<file path="src/rtl/stable_match_engine.sv">
module stable_match_engine #(
  parameter int N  = 4,
  parameter int IW = (N > 1) ? $clog2(N) : 1
) (
  input  logic            clk,
  input  logic            rst_n,
  input  logic            start,
  input  logic            wr_en,
  input  logic            wr_side,
  input  logic [IW-1:0]   wr_agent,
  input  logic [IW-1:0]   wr_pos,
  input  logic [IW-1:0]   wr_val,
  output logic            busy,
  output logic            done,
  output logic [N*IW-1:0] partner_flat
);

  logic [IW-1:0] plist [N][N];
  logic [IW-1:0] arank [N][N];
  logic [IW-1:0] ptr   [N];
  logic [IW-1:0] owner [N];
  logic [IW-1:0] mate  [N];
  logic [N-1:0]  free;
  logic [N-1:0]  taken;

  logic [IW-1:0] sel, tgt, own;
  logic          win;
  logic [N-1:0]  free_nx;

  always_comb begin
    sel = '0;
    for (int i = N - 1; i >= 0; i--)
      if (free[i]) sel = IW'(i);
  end

  assign tgt = plist[sel][ptr[sel]];
  assign own = owner[tgt];
  assign win = !taken[tgt] || (arank[tgt][sel] < arank[tgt][own]);

  always_comb begin
    free_nx = free;
    if (win) begin
      free_nx[sel] = 1'b0;
      if (taken[tgt]) free_nx[own] = 1'b1;
    end
  end

  always_ff @(posedge clk) begin
    if (wr_en && !busy) begin
      if (!wr_side) plist[wr_agent][wr_pos] <= wr_val;
      else          arank[wr_agent][wr_val] <= wr_pos;
    end
  end

  always_ff @(posedge clk or negedge rst_n) begin
    if (!rst_n) begin
      busy  <= 1'b0;
      done  <= 1'b0;
      free  <= '0;
      taken <= '0;
      for (int i = 0; i < N; i++) begin
        ptr[i]   <= '0;
        owner[i] <= '0;
        mate[i]  <= '0;
      end
    end else if (start) begin
      busy  <= 1'b1;
      done  <= 1'b0;
      free  <= '1;
      taken <= '0;
      for (int i = 0; i < N; i++) ptr[i] <= '0;
    end else if (busy) begin
      ptr[sel] <= ptr[sel] + 1'b1;
      if (win) begin
        taken[tgt] <= 1'b1;
        owner[tgt] <= sel;
        mate[sel]  <= tgt;
      end
      free <= free_nx;
      if (free_nx == '0) begin
        busy <= 1'b0;
        done <= 1'b1;
      end
    end
  end

  for (genvar g = 0; g < N; g++) begin : g_out
    assign partner_flat[g*IW +: IW] = mate[g];
  end

endmodule

</file>
<file path="config.mk">
export PLATFORM = sky130hd
export DESIGN_NAME = stable_match_engine
export DESIGN_NICKNAME = d
export VERILOG_FILES = /design/src/rtl/stable_match_engine.sv
export SDC_FILE = /design/constraint.sdc
export NUM_CORES = 1
export LEC_CHECK = 0
export ABC_AREA = 1
export BUFFER_PORTS_ARGS = -buffer_cell sky130_fd_sc_hd__buf_2
export CAP_MARGIN = 20
export CORE_AREA = 3 3 119 121
export DETAILED_ROUTE_END_ITERATION = 12
export DIE_AREA = 0 0 122 124
export PLACE_DENSITY = 0.6
export SYNTH_ARGS = -nofsm -noshare
export SYNTH_HDL_FRONTEND = slang
export SYNTH_SLANG_ARGS = --single-unit
</file>
<file path="constraint.sdc">
create_clock -name clk -period 3.1 [get_ports clk]
set_clock_uncertainty 0.15 [all_clocks]
set_input_delay 0.62 -clock clk [delete_from_list [all_inputs] [get_ports clk]]
set_output_delay 0.62 -clock clk [all_outputs]
set_load 0.02 [all_outputs]
</file>
==> impl_results.md, run 1 <==
- Via count of the first global-routing pass: 3736
- Width of the die: 122 µm
- Vias post-DR: 3799
- Ratio of cells with drive above 1 in the final layout: 34.2%
- Fin. Hold Viols: 0
- Total clock sinks: 98
- TritonCTS clock tree: done
- Total inserted antenna cells: 0
- Latest clock arrival within the worst-skew pair: 0.34 ns
- Asr flop ratio synth: 34.7%
- Hold_buf cts: 0
- Startpoint type of the worst setup path: register
- Pre-CTS setup slack: -0.592 ns
- Slowest stage cell, crit path: sky130_fd_sc_hd__dfrtp_2
- Prevailing post-synth register cell: sky130_fd_sc_hd__edfxtp_1
- Setup repair after global routing missed its margin: yes
- Average instance area after synthesis: 9.34 µm²
- Core outline area: 13200 µm²
- Critical path's top delay family: simple AND/OR/NAND/NOR gates
- Setup WS post-layout: -0.453 ns
- Gr usage total: 15.8%
- Via density per instance: 4.86
- Worst setup path class: reg -> reg
- Seq/Total Area, Yosys: 60.3%
- Fin crit share: 115%
- Worst EP arrival: 3.63 ns
- Y dimension of the die: 124 µm
- Violated checks: setup timing
- Number of nets in the layout: 614
- Hold Worst Slack: 0.190 ns
- Seq cells post-synth: 98
- DP HPWL: 7.99 mm
- Number of nets still failing antenna checks after routing: 0
- Result of the run: finished with violations
- Maximum number of pins on one net before global-route repair: 35
- Worst-case clock buffer depth: 2
- Fin crit period: 3.55 ns
- Die area: 15100 µm²
- TritonCTS buffer count: 9
- Post-synthesis cell type count: 30
- Crit path largest cell delay: 0.45 ns
- Normalized max-slew margin: 49.4%
- # setup viols final: 26
- Overflow after GRT: 0
- Req. time, crit path: 3.18 ns
- Violation count after the first detailed-routing iteration: 362
- Number of warnings printed during yosys synthesis: 0
- Sequence of cells on the critical path: nor2_4, buf_12, nand2_4, nand3_4, nor2_4, nor2_4, o211ai_1, nand3_2, nand2_4, buf_6, nand2_4, o22ai_2, inv_1, o221ai_4, a31oi_2, o221ai_2, ha_1, nand2_2, nand2_4, a21oi_4, buf_12, nand2_4, nand2_1, o21ai_0
- Setup slack on the worst flop-to-flop path: -0.45 ns
- Iteration count of the initial detailed-routing pass: 5
- Synthesized Nets: 504
- Post-synth design cell area: 4600 µm²
- F_max: 0.281 GHz
- Largest fanout on the critical path: 7
- Root Buffer Master: sky130_fd_sc_hd__clkbuf_16
- # H-tree levels: 3
- Growth of design area from synthesis to finish: 36.2%
- EDFF count, synth: 64
- Cell row count: 42
- Final count of pins violating max slew: 0
- Effective utilization at floorplan: 34.8%
- Detail-routed net length per standard cell: 15.0 µm
- Total Negative Setup Slacks: -10.35 ns
- Number of stages on the worst setup path: 24
- Cells after Synth: 492
- Total of max-cap violations: 0
- CP most frequent cell: sky130_fd_sc_hd__nand2_4
- Wire length reported by the detailed router: 11.8 mm
- Setup crit end kind: register
- Crit path buf inv count: 4
- I/O pin total: 21
- Drc violations: 0
- Tightest Pin Transition: 0.758 ns
- Number of antenna violations at the first check in global routing: 0
- Clock input transition at the sequential cells of the worst setup and hold paths: 0.08 ns
- Port buffer count: 20
- First-pass GRT wire length: 18.7 mm
- FF-to-FF path depth: 24
- Worst min-delay path category: in -> async
- RD Place Congestion: 0.884
## through the flow
| step | util, % | instances | area (µm²) |
|---|---|---|---|
| 3_3_place_gp | 40.8 | 736 | 5380 |
| 5_1_grt | 47.4 | 782 | 6260 |
| 6_report | 47.4 | 782 | 6260 |
| 3_5_place_dp | 40.8 | 736 | 5380 |
| 4_1_cts | 46.2 | 778 | 6090 |
| 2_1_floorplan | - | 492 | 4700 |
## cells in the mapped netlist (2+ instances only)
cell | n | area [µm²]
sky130_fd_sc_hd__nand3b_1 | 20 | 150
sky130_fd_sc_hd__o22ai_1 | 21 | 131
sky130_fd_sc_hd__edfxtp_1 | 64 | 1920
sky130_fd_sc_hd__nand2_1 | 122 | 458
sky130_fd_sc_hd__inv_2 | 3 | 11.3
sky130_fd_sc_hd__buf_4 | 3 | 22.5
sky130_fd_sc_hd__o21ai_0 | 28 | 140
sky130_fd_sc_hd__nand3_1 | 35 | 175
sky130_fd_sc_hd__buf_2 | 4 | 20.0
sky130_fd_sc_hd__o211ai_1 | 3 | 22.5
sky130_fd_sc_hd__dfrtp_1 | 34 | 851
sky130_fd_sc_hd__nand2_2 | 3 | 18.8
sky130_fd_sc_hd__a21oi_1 | 6 | 30.0
sky130_fd_sc_hd__nor2_4 | 3 | 33.8
sky130_fd_sc_hd__nor3_1 | 2 | 10.0
sky130_fd_sc_hd__nand2_4 | 2 | 22.5
sky130_fd_sc_hd__o221ai_1 | 2 | 17.5
sky130_fd_sc_hd__inv_1 | 61 | 229
sky130_fd_sc_hd__nor2_1 | 65 | 244
## registers in the layout, summed over array words and instances, names as in the netlist
signal	cells
busy	1
taken	4
free	4
arank	32
done	1
plist	32
partner_flat	8
owner	8
ptr	8
## worst paths after layout
kind	startpoint	endpoint
worst min-delay path	rst_n	partner_flat[0]
min in group clk	partner_flat[1]	partner_flat[1]
worst min register to register	partner_flat[1]	partner_flat[1]
max in group asynchronous	rst_n	free[1]
worst max register to register	free[1]	owner[0]
worst max-delay path	free[1]	owner[0]
## timing repair
| action | 4_1_cts | 5_1_grt |
|---|---|---|
| gates resized for setup | 63 | 35 |
| cloned | 3 | 0 |
| buffers inserted | 24 | 4 |
| setup endpoints to repair | 26 | 26 |
| pin swaps | 12 | 19 |
## cell families (layout without fill, tap and decap cells)
kind of cell / after synthesis / count (layout) / synth area share, %
simple gates: 255 / 257 / 24.6
fa+ha+maj: 1 / 1 / 0.272
xor+xnor: 1 / 1 / 0.191
flops: 98 / 98 / 60.3
compound gates: 64 / 64 / 8.28
buf+inv: 73 / 185 / 6.32
## placed cells by master (no fill, tap or decap), types with 2 or more instances in the layout
cell	netlist	routed
sky130_fd_sc_hd__inv_2	3	7
sky130_fd_sc_hd__a21oi_2	0	5
sky130_fd_sc_hd__buf_2	4	20
sky130_fd_sc_hd__buf_6	0	9
sky130_fd_sc_hd__nand2_2	3	14
sky130_fd_sc_hd__o211ai_1	3	3
sky130_fd_sc_hd__nor2_1	65	58
sky130_fd_sc_hd__dfrtp_2	0	2
sky130_fd_sc_hd__nand2_4	2	18
sky130_fd_sc_hd__nand3_2	0	7
sky130_fd_sc_hd__o21ai_2	0	4
sky130_fd_sc_hd__edfxtp_1	64	64
sky130_fd_sc_hd__nand3_1	35	25
sky130_fd_sc_hd__buf_12	0	3
sky130_fd_sc_hd__o22ai_1	21	17
sky130_fd_sc_hd__buf_4	3	73
sky130_fd_sc_hd__inv_4	0	2
sky130_fd_sc_hd__nand3_4	0	4
sky130_fd_sc_hd__o22ai_2	0	4
sky130_fd_sc_hd__o21ai_1	0	10
sky130_fd_sc_hd__dfrtp_1	34	32
sky130_fd_sc_hd__nand2_1	122	95
sky130_fd_sc_hd__inv_6	0	2
sky130_fd_sc_hd__o21ai_0	28	14
sky130_fd_sc_hd__clkbuf_16	0	9
sky130_fd_sc_hd__nor2_4	3	6
sky130_fd_sc_hd__nand3b_1	20	20
sky130_fd_sc_hd__inv_1	61	54
sky130_fd_sc_hd__nor2_2	1	5
sky130_fd_sc_hd__clkinvlp_4	0	3
## area by class of cell
type | instances | area (µm²)
timing repair buffer | 105 | 810
clock buffer | 9 | 225
sequential | 98 | 2780
clock inverter | 6 | 51.3
multi-input combinational | 323 | 1920
tap | 176 | 220
fill | 1209 | 6930
inverter | 65 | 254
## layer usage
metal	track usage (%)	wire length, µm
met1	21.8	5360
met2	25.4	5510
met3	2.77	597
met4	5.39	281
met5	0	0
Power of run 1 is left out: the tool's default activity adds up to more than one toggle a clock period on the data nets, which glitch-free logic cannot reach.
==> run 2, diff against run 1 <==
Settings changed: SKIP_LAST_GASP set to 1.
==> run 2 against run 1 <==
Effect of this change:
- the flow still finishes with violations (setup timing)
- routed wire length barely moved
- fmax shrank 0.18%
- worst setup slack got worse by 0.0063 ns
- cell count is the same
- hold slack barely moved
- die area unchanged
- clock-buffer cell count unchanged
- via count about the same
==> impl_results.md, run 2 (same netlist as run 1, synthesis figures left out) <==
- Violation count after the first detailed-routing iteration: 392 (+8.3%)
- Total Negative Setup Slacks: -10.56 ns (-0.211 ns)
- Setup WS post-layout: -0.460 ns (-0.00626 ns)
- Largest fanout on the critical path: 7 (unchanged)
- Total of max-cap violations: 0 (unchanged)
- Cell row count: 42 (unchanged)
- Overflow after GRT: 0 (unchanged)
- Effective utilization at floorplan: 34.8% (unchanged)
- Fin. Hold Viols: 0 (unchanged)
- Number of nets in the layout: 614 (unchanged)
- Worst min-delay path category: in -> async
- Startpoint type of the worst setup path: register
- Maximum number of pins on one net before global-route repair: 35 (unchanged)
- First-pass GRT wire length: 18.7 mm (unchanged)
- Number of nets still failing antenna checks after routing: 0 (unchanged)
- Met1 capacity usage during global routing: 21.8% (unchanged)
- Width of the die: 122 µm (unchanged)
- Wire length reported by the detailed router: 11.7 mm (about the same)
- Total clock sinks: 98 (unchanged)
- Launch point of the critical path: free[1]
- Via density per instance: 4.86 (about the same)
- Setup slack on the worst flop-to-flop path: -0.46 ns (about the same)
- Commonest cells after routing, fill and taps aside: sky130_fd_sc_hd__nand2_1, sky130_fd_sc_hd__buf_4, sky130_fd_sc_hd__edfxtp_1, sky130_fd_sc_hd__nor2_1, sky130_fd_sc_hd__inv_1
- M3 GR Usage: 2.77% (unchanged)
- Die area: 15100 µm² (unchanged)
- Critical register-to-register path endpoint: owner[0]
- Violated checks: setup timing
- I/O pin total: 21 (unchanged)
- Y dimension of the die: 124 µm (unchanged)
- Total inserted antenna cells: 0 (unchanged)
- # setup viols final: 26 (unchanged)
- Ratio of cells with drive above 1 in the final layout: 34.0% (-0.17 points)
- Core outline area: 13200 µm² (unchanged)
- FF-to-FF path depth: 24 (unchanged)
- Detail-routed net length per standard cell: 15.0 µm (about the same)
- Gr usage total: 15.8% (unchanged)
- Via count of the first global-routing pass: 3736 (unchanged)
- Result of the run: finished with violations
- TritonCTS buffer count: 9 (unchanged)
- RD Place Congestion: 0.884 (unchanged)
- Fin crit period: 3.56 ns (+0.00626 ns)
- Fin crit share: 115% (+0.20 points)
- Most congested layer reported by global routing: met2
- Number of antenna violations at the first check in global routing: 0 (unchanged)
- Tightest Pin Transition: 0.757 ns (-0.00139 ns)
- Worst EP arrival: 3.64 ns (about the same)
- Growth of design area from synthesis to finish: 36.1% (about the same)
- Worst-case clock buffer depth: 2 (unchanged)
- Final count of pins violating max slew: 0 (unchanged)
- Req. time, crit path: 3.18 ns (about the same)
- Worst setup path class: reg -> reg
- Met2 usage: 25.4% (unchanged)
- Most common library cell in the layout ignoring fill and taps: sky130_fd_sc_hd__nand2_1
- Normalized max-slew margin: 49.5% (+0.093 points)
- Vias post-DR: 3797 (-0.053%)
- Reg-to-Reg Start: free[1]
- Clock input transition at the sequential cells of the worst setup and hold paths: 0.08 ns (about the same)
- DP HPWL: 7.99 mm (unchanged)
- # H-tree levels: 3 (unchanged)
- Latest clock arrival within the worst-skew pair: 0.34 ns (about the same)
- Setup repair after global routing missed its margin: yes
- Port buffer count: 20 (unchanged)
- Iteration count of the initial detailed-routing pass: 5 (unchanged)
- Destination of the critical timing path: owner[0]
- Setup crit end kind: register
- F_max: 0.281 GHz (-0.18%)
- TritonCTS clock tree: done
- Root Buffer Master: sky130_fd_sc_hd__clkbuf_16
- Drc violations: 0 (unchanged)
- Largest regs: arank x32, plist x32
- Hold_buf cts: 0 (unchanged)
run 2: cell counts in the layout (fill, tap and decap cells not counted):
No cell type changed its count.
run 2: cell type report:
cell class	count	area (µm²)
fillers	1209	6940
flip-flops and latches	98	2780
multi-input cells	323	1920
repair buffers	105	810
inverters	65	254
clock buffers	9	225
well taps	176	220
clock inverters	6	51.3
run 2: worst min path at each step:
stage / start / endpoint / slack, ns / cells after the start
6_report: rst_n / partner_flat[0] / 0.19 / 1
5_1_grt: rst_n / partner_flat[1] / 0.25 / 1
4_1_cts: rst_n / partner_flat[0] / 0.22 / 1
3_5_place_dp: partner_flat[7] / partner_flat[7] / 0.32 / 2
3_3_place_gp: partner_flat[7] / partner_flat[7] / 0.31 / 2
2_1_floorplan: rst_n / busy / 0.17 / 0
run 2: timing repair:
item	in CTS	in global routing
gates cloned	3	0
endpoints found under the setup margin	26	26
setup buffers	24	4
pin swaps	12	19
hold endpoints to repair	0	0
gates resized for setup	61	36
run 2: critical path, stage by stage, from the launching register on:
cell and delay (ns):
sky130_fd_sc_hd__dfrtp_2 0.45, sky130_fd_sc_hd__nor2_4 0.14, sky130_fd_sc_hd__buf_12 0.14, sky130_fd_sc_hd__nand2_4 0.08, sky130_fd_sc_hd__nand3_4 0.12, sky130_fd_sc_hd__nor2_4 0.05, sky130_fd_sc_hd__nor2_4 0.16, sky130_fd_sc_hd__nand2_2 0.11
sky130_fd_sc_hd__nand3_4 0.13, sky130_fd_sc_hd__buf_6 0.14, sky130_fd_sc_hd__a21oi_1 0.07, sky130_fd_sc_hd__o21ai_2 0.13, sky130_fd_sc_hd__nand2_2 0.12, sky130_fd_sc_hd__nand2_4 0.09, sky130_fd_sc_hd__nor2_1 0.05, sky130_fd_sc_hd__a31oi_2 0.15
sky130_fd_sc_hd__o221ai_2 0.10, sky130_fd_sc_hd__ha_1 0.31, sky130_fd_sc_hd__nand2_2 0.09, sky130_fd_sc_hd__nand2_4 0.08, sky130_fd_sc_hd__a21oi_4 0.20, sky130_fd_sc_hd__buf_12 0.17, sky130_fd_sc_hd__nand2_4 0.07, sky130_fd_sc_hd__nand2_1 0.05
sky130_fd_sc_hd__o21ai_0 0.07
run 2: metrics by stage:
| stage | setup slack, ns | area, µm² | std cells | hold slack, ns | util, % |
|---|---|---|---|---|---|
| floorplan | -0.173 | 4700 | 492 | 0.174 | - |
| global placement | -0.528 | 5380 | 736 | 0.310 | 40.8 |
| detailed placement | -0.592 | 5380 | 736 | 0.319 | 40.8 |
| CTS | -0.448 | 6090 | 778 | 0.218 | 46.2 |
| global route | -0.677 | 6250 | 782 | 0.253 | 47.4 |
| finish | -0.460 | 6250 | 782 | 0.190 | 47.4 |
run 2: layer usage:
layer  wire length [µm]  share of wire, %  vias up
met5                  0                 0        -
met4                276               2.4        0
met3                619               5.3       28
met2               5540                47      118
met1               5300                45     1791
li1                   -                 -     1860
Power of run 2 is left out for the same reason.
==> run 3, diff against run 2 <==
Settings changed: CORE_AREA 3 3 119 121 to 3 3 112 114, DIE_AREA 0 0 122 124 to 0 0 115 117, PLACE_DENSITY 0.6 to 0.66.
==> run 3 against run 2 <==
Effect of this change:
- the run still ends with setup timing left
- first-iteration DRC count down 21%
- design area up 0.12%
- critical endpoint is now owner[4]
- critical path depth unchanged
- cell count down 4.2%
- sequential cell count unchanged
- hold slack better by 0.0036 ns
- routed wire length down 2.4%
- global-route usage up 1.9 points
- clock-buffer cell count unchanged
==> impl_results.md, run 3 (same netlist as run 1, synthesis figures left out) <==
- Violation count after the first detailed-routing iteration: 310 (-21%)
- Fin crit share: 118% (+3.6 points)
- Crit path largest cell delay: 0.45 ns (about the same)
- I/O pin total: 21 (unchanged)
- FF-to-FF path depth: 24 (unchanged)
- Worst min-delay path category: in -> async
- # H-tree levels: 3 (unchanged)
- Slowest stage cell, crit path: sky130_fd_sc_hd__dfrtp_2
- Largest fanout on the critical path: 8 (+1)
- Tightest Pin Transition: 0.753 ns (-0.00405 ns)
- # setup viols final: 26 (unchanged)
- Root Buffer Master: sky130_fd_sc_hd__clkbuf_16
- TritonCTS clock tree: done
- CP most frequent cell: sky130_fd_sc_hd__nand2_4
- Iteration count of the initial detailed-routing pass: 5 (unchanged)
- Crit path buf inv count: 5 (+2)
- Ratio of cells with drive above 1 in the final layout: 34.0% (unchanged)
- Fin crit period: 3.67 ns (+0.111 ns)
- Normalized max-slew margin: 49.8% (+0.27 points)
- Detail-routed net length per standard cell: 15.3 µm (+2.0%)
- Number of nets in the layout: 613 (-0.16%)
- Critical register-to-register path endpoint: owner[4]
- Sequence of cells on the critical path: nor2_4, buf_6, buf_4, nand3b_1, nand3_1, nor2_1, nand2_1, nand3_4, nand2_4, buf_6, nand2_4, buf_4, o22ai_2, nor2_2, nand2_2, o2111ai_2, ha_1, nand2_2, nand2_4, a21oi_4, buf_12, nand2_8, nand2_4, o21ai_2
- DP HPWL: 7.79 mm (-2.4%)
- Req. time, crit path: 3.18 ns (about the same)
- Total clock sinks: 98 (unchanged)
- Final core area utilization: 54.4% (+7.0 points)
- TritonCTS buffer count: 9 (unchanged)
- Vias post-DR: 3801 (+0.11%)
- Latest clock arrival within the worst-skew pair: 0.34 ns (about the same)
- Total of max-cap violations: 0 (unchanged)
- Maximum number of pins on one net before global-route repair: 35 (unchanged)
- Clock input transition at the sequential cells of the worst setup and hold paths: 0.08 ns (about the same)
- Number of antenna violations at the first check in global routing: 0 (unchanged)
- Commonest cells after routing, fill and taps aside: sky130_fd_sc_hd__nand2_1, sky130_fd_sc_hd__buf_4, sky130_fd_sc_hd__edfxtp_1, sky130_fd_sc_hd__nor2_1, sky130_fd_sc_hd__inv_1
- Largest regs: arank x32, plist x32
- Cell row count: 39 (-7.1%)
- Width of the die: 115 µm (-5.7%)
- Setup crit end kind: register
- Worst-case clock buffer depth: 2 (unchanged)
- Via density per instance: 5.07 (+4.5%)
- Most common library cell in the layout ignoring fill and taps: sky130_fd_sc_hd__nand2_1
- Total inserted antenna cells: 0 (unchanged)
- Worst setup path class: reg -> reg
- Total Negative Setup Slacks: -13.68 ns (-3.12 ns)
- Violated checks: setup timing
- Reg-to-Reg Start: free[1]
- Die area: 13500 µm² (-11%)
- Hold Worst Slack: 0.194 ns (+0.00363 ns)
- Overflow after GRT: 0 (unchanged)
- Drc violations: 0 (unchanged)
- Setup WS post-layout: -0.570 ns (-0.111 ns)
- Effective utilization at floorplan: 39.9% (+5.1 points)
- Startpoint type of the worst setup path: register
- Hold_buf cts: 0 (unchanged)
- F_max: 0.272 GHz (-3.0%)
- Wire length reported by the detailed router: 11.5 mm (-2.4%)
- Gr usage total: 17.7% (+1.9 points)
- Number of nets still failing antenna checks after routing: 0 (unchanged)
- Y dimension of the die: 117 µm (-5.6%)
- Worst EP arrival: 3.75 ns (+0.11 ns)
- RD Place Congestion: 0.868 (-1.9%)
- Port buffer count: 20 (unchanged)
- Via count of the first global-routing pass: 3824 (+2.4%)
- Setup slack on the worst flop-to-flop path: -0.57 ns (-0.11 ns)
- Critical path's top delay family: simple AND/OR/NAND/NOR gates
- Result of the run: finished with violations
- Core outline area: 11500 µm² (-13%)
- Pre-CTS setup slack: -0.598 ns (-0.00575 ns)
- Final count of pins violating max slew: 0 (unchanged)
- Fin. Hold Viols: 0 (unchanged)
- Setup repair after global routing missed its margin: yes
- Growth of design area from synthesis to finish: 36.3%
- First-pass GRT wire length: 18.8 mm (+0.26%)
[run 3: routing by layer]
layer	track usage [%]	wire length [µm]
met2	28.9	5570
met5	0	0
met3	3.65	582
met1	23.5	5180
met4	6.42	138
[run 3: worst max path at each step]
| stage | cells after the start | startpoint | end |
|---|---|---|---|
| 6_report | 24 | free[1] | owner[4] |
| 4_1_cts | 25 | free[2] | partner_flat[6] |
| 2_1_floorplan | 23 | free[1] | owner[2] |
| 5_1_grt | 24 | free[1] | partner_flat[7] |
| 3_5_place_dp | 23 | free[2] | owner[6] |
| 3_3_place_gp | 23 | free[2] | owner[6] |
[run 3: area by class of cell]
type | count | area [µm²]
Fill cell | 964 | 5250
Clock inverter | 7 | 113
Sequential cell | 98 | 2780
Inverter | 65 | 251
Timing Repair Buffer | 104 | 797
Multi-Input combinational cell | 323 | 1920
Tap cell | 143 | 179
Clock buffer | 9 | 225
[run 3: through the flow]
step | instance area (µm²) | std cells
6_report | 6260 | 749
3_5_place_dp | 5340 | 704
4_1_cts | 6040 | 739
2_1_floorplan | 4700 | 492
5_1_grt | 6260 | 749
3_3_place_gp | 5340 | 704
[run 3: what timing repair did]
item,CTS,global route
pin swaps,24,18
buffers inserted,17,10
gates resized for setup,62,41
endpoints found under the setup margin,26,26
cloned,2,0
Power of run 3 is left out for the same reason.
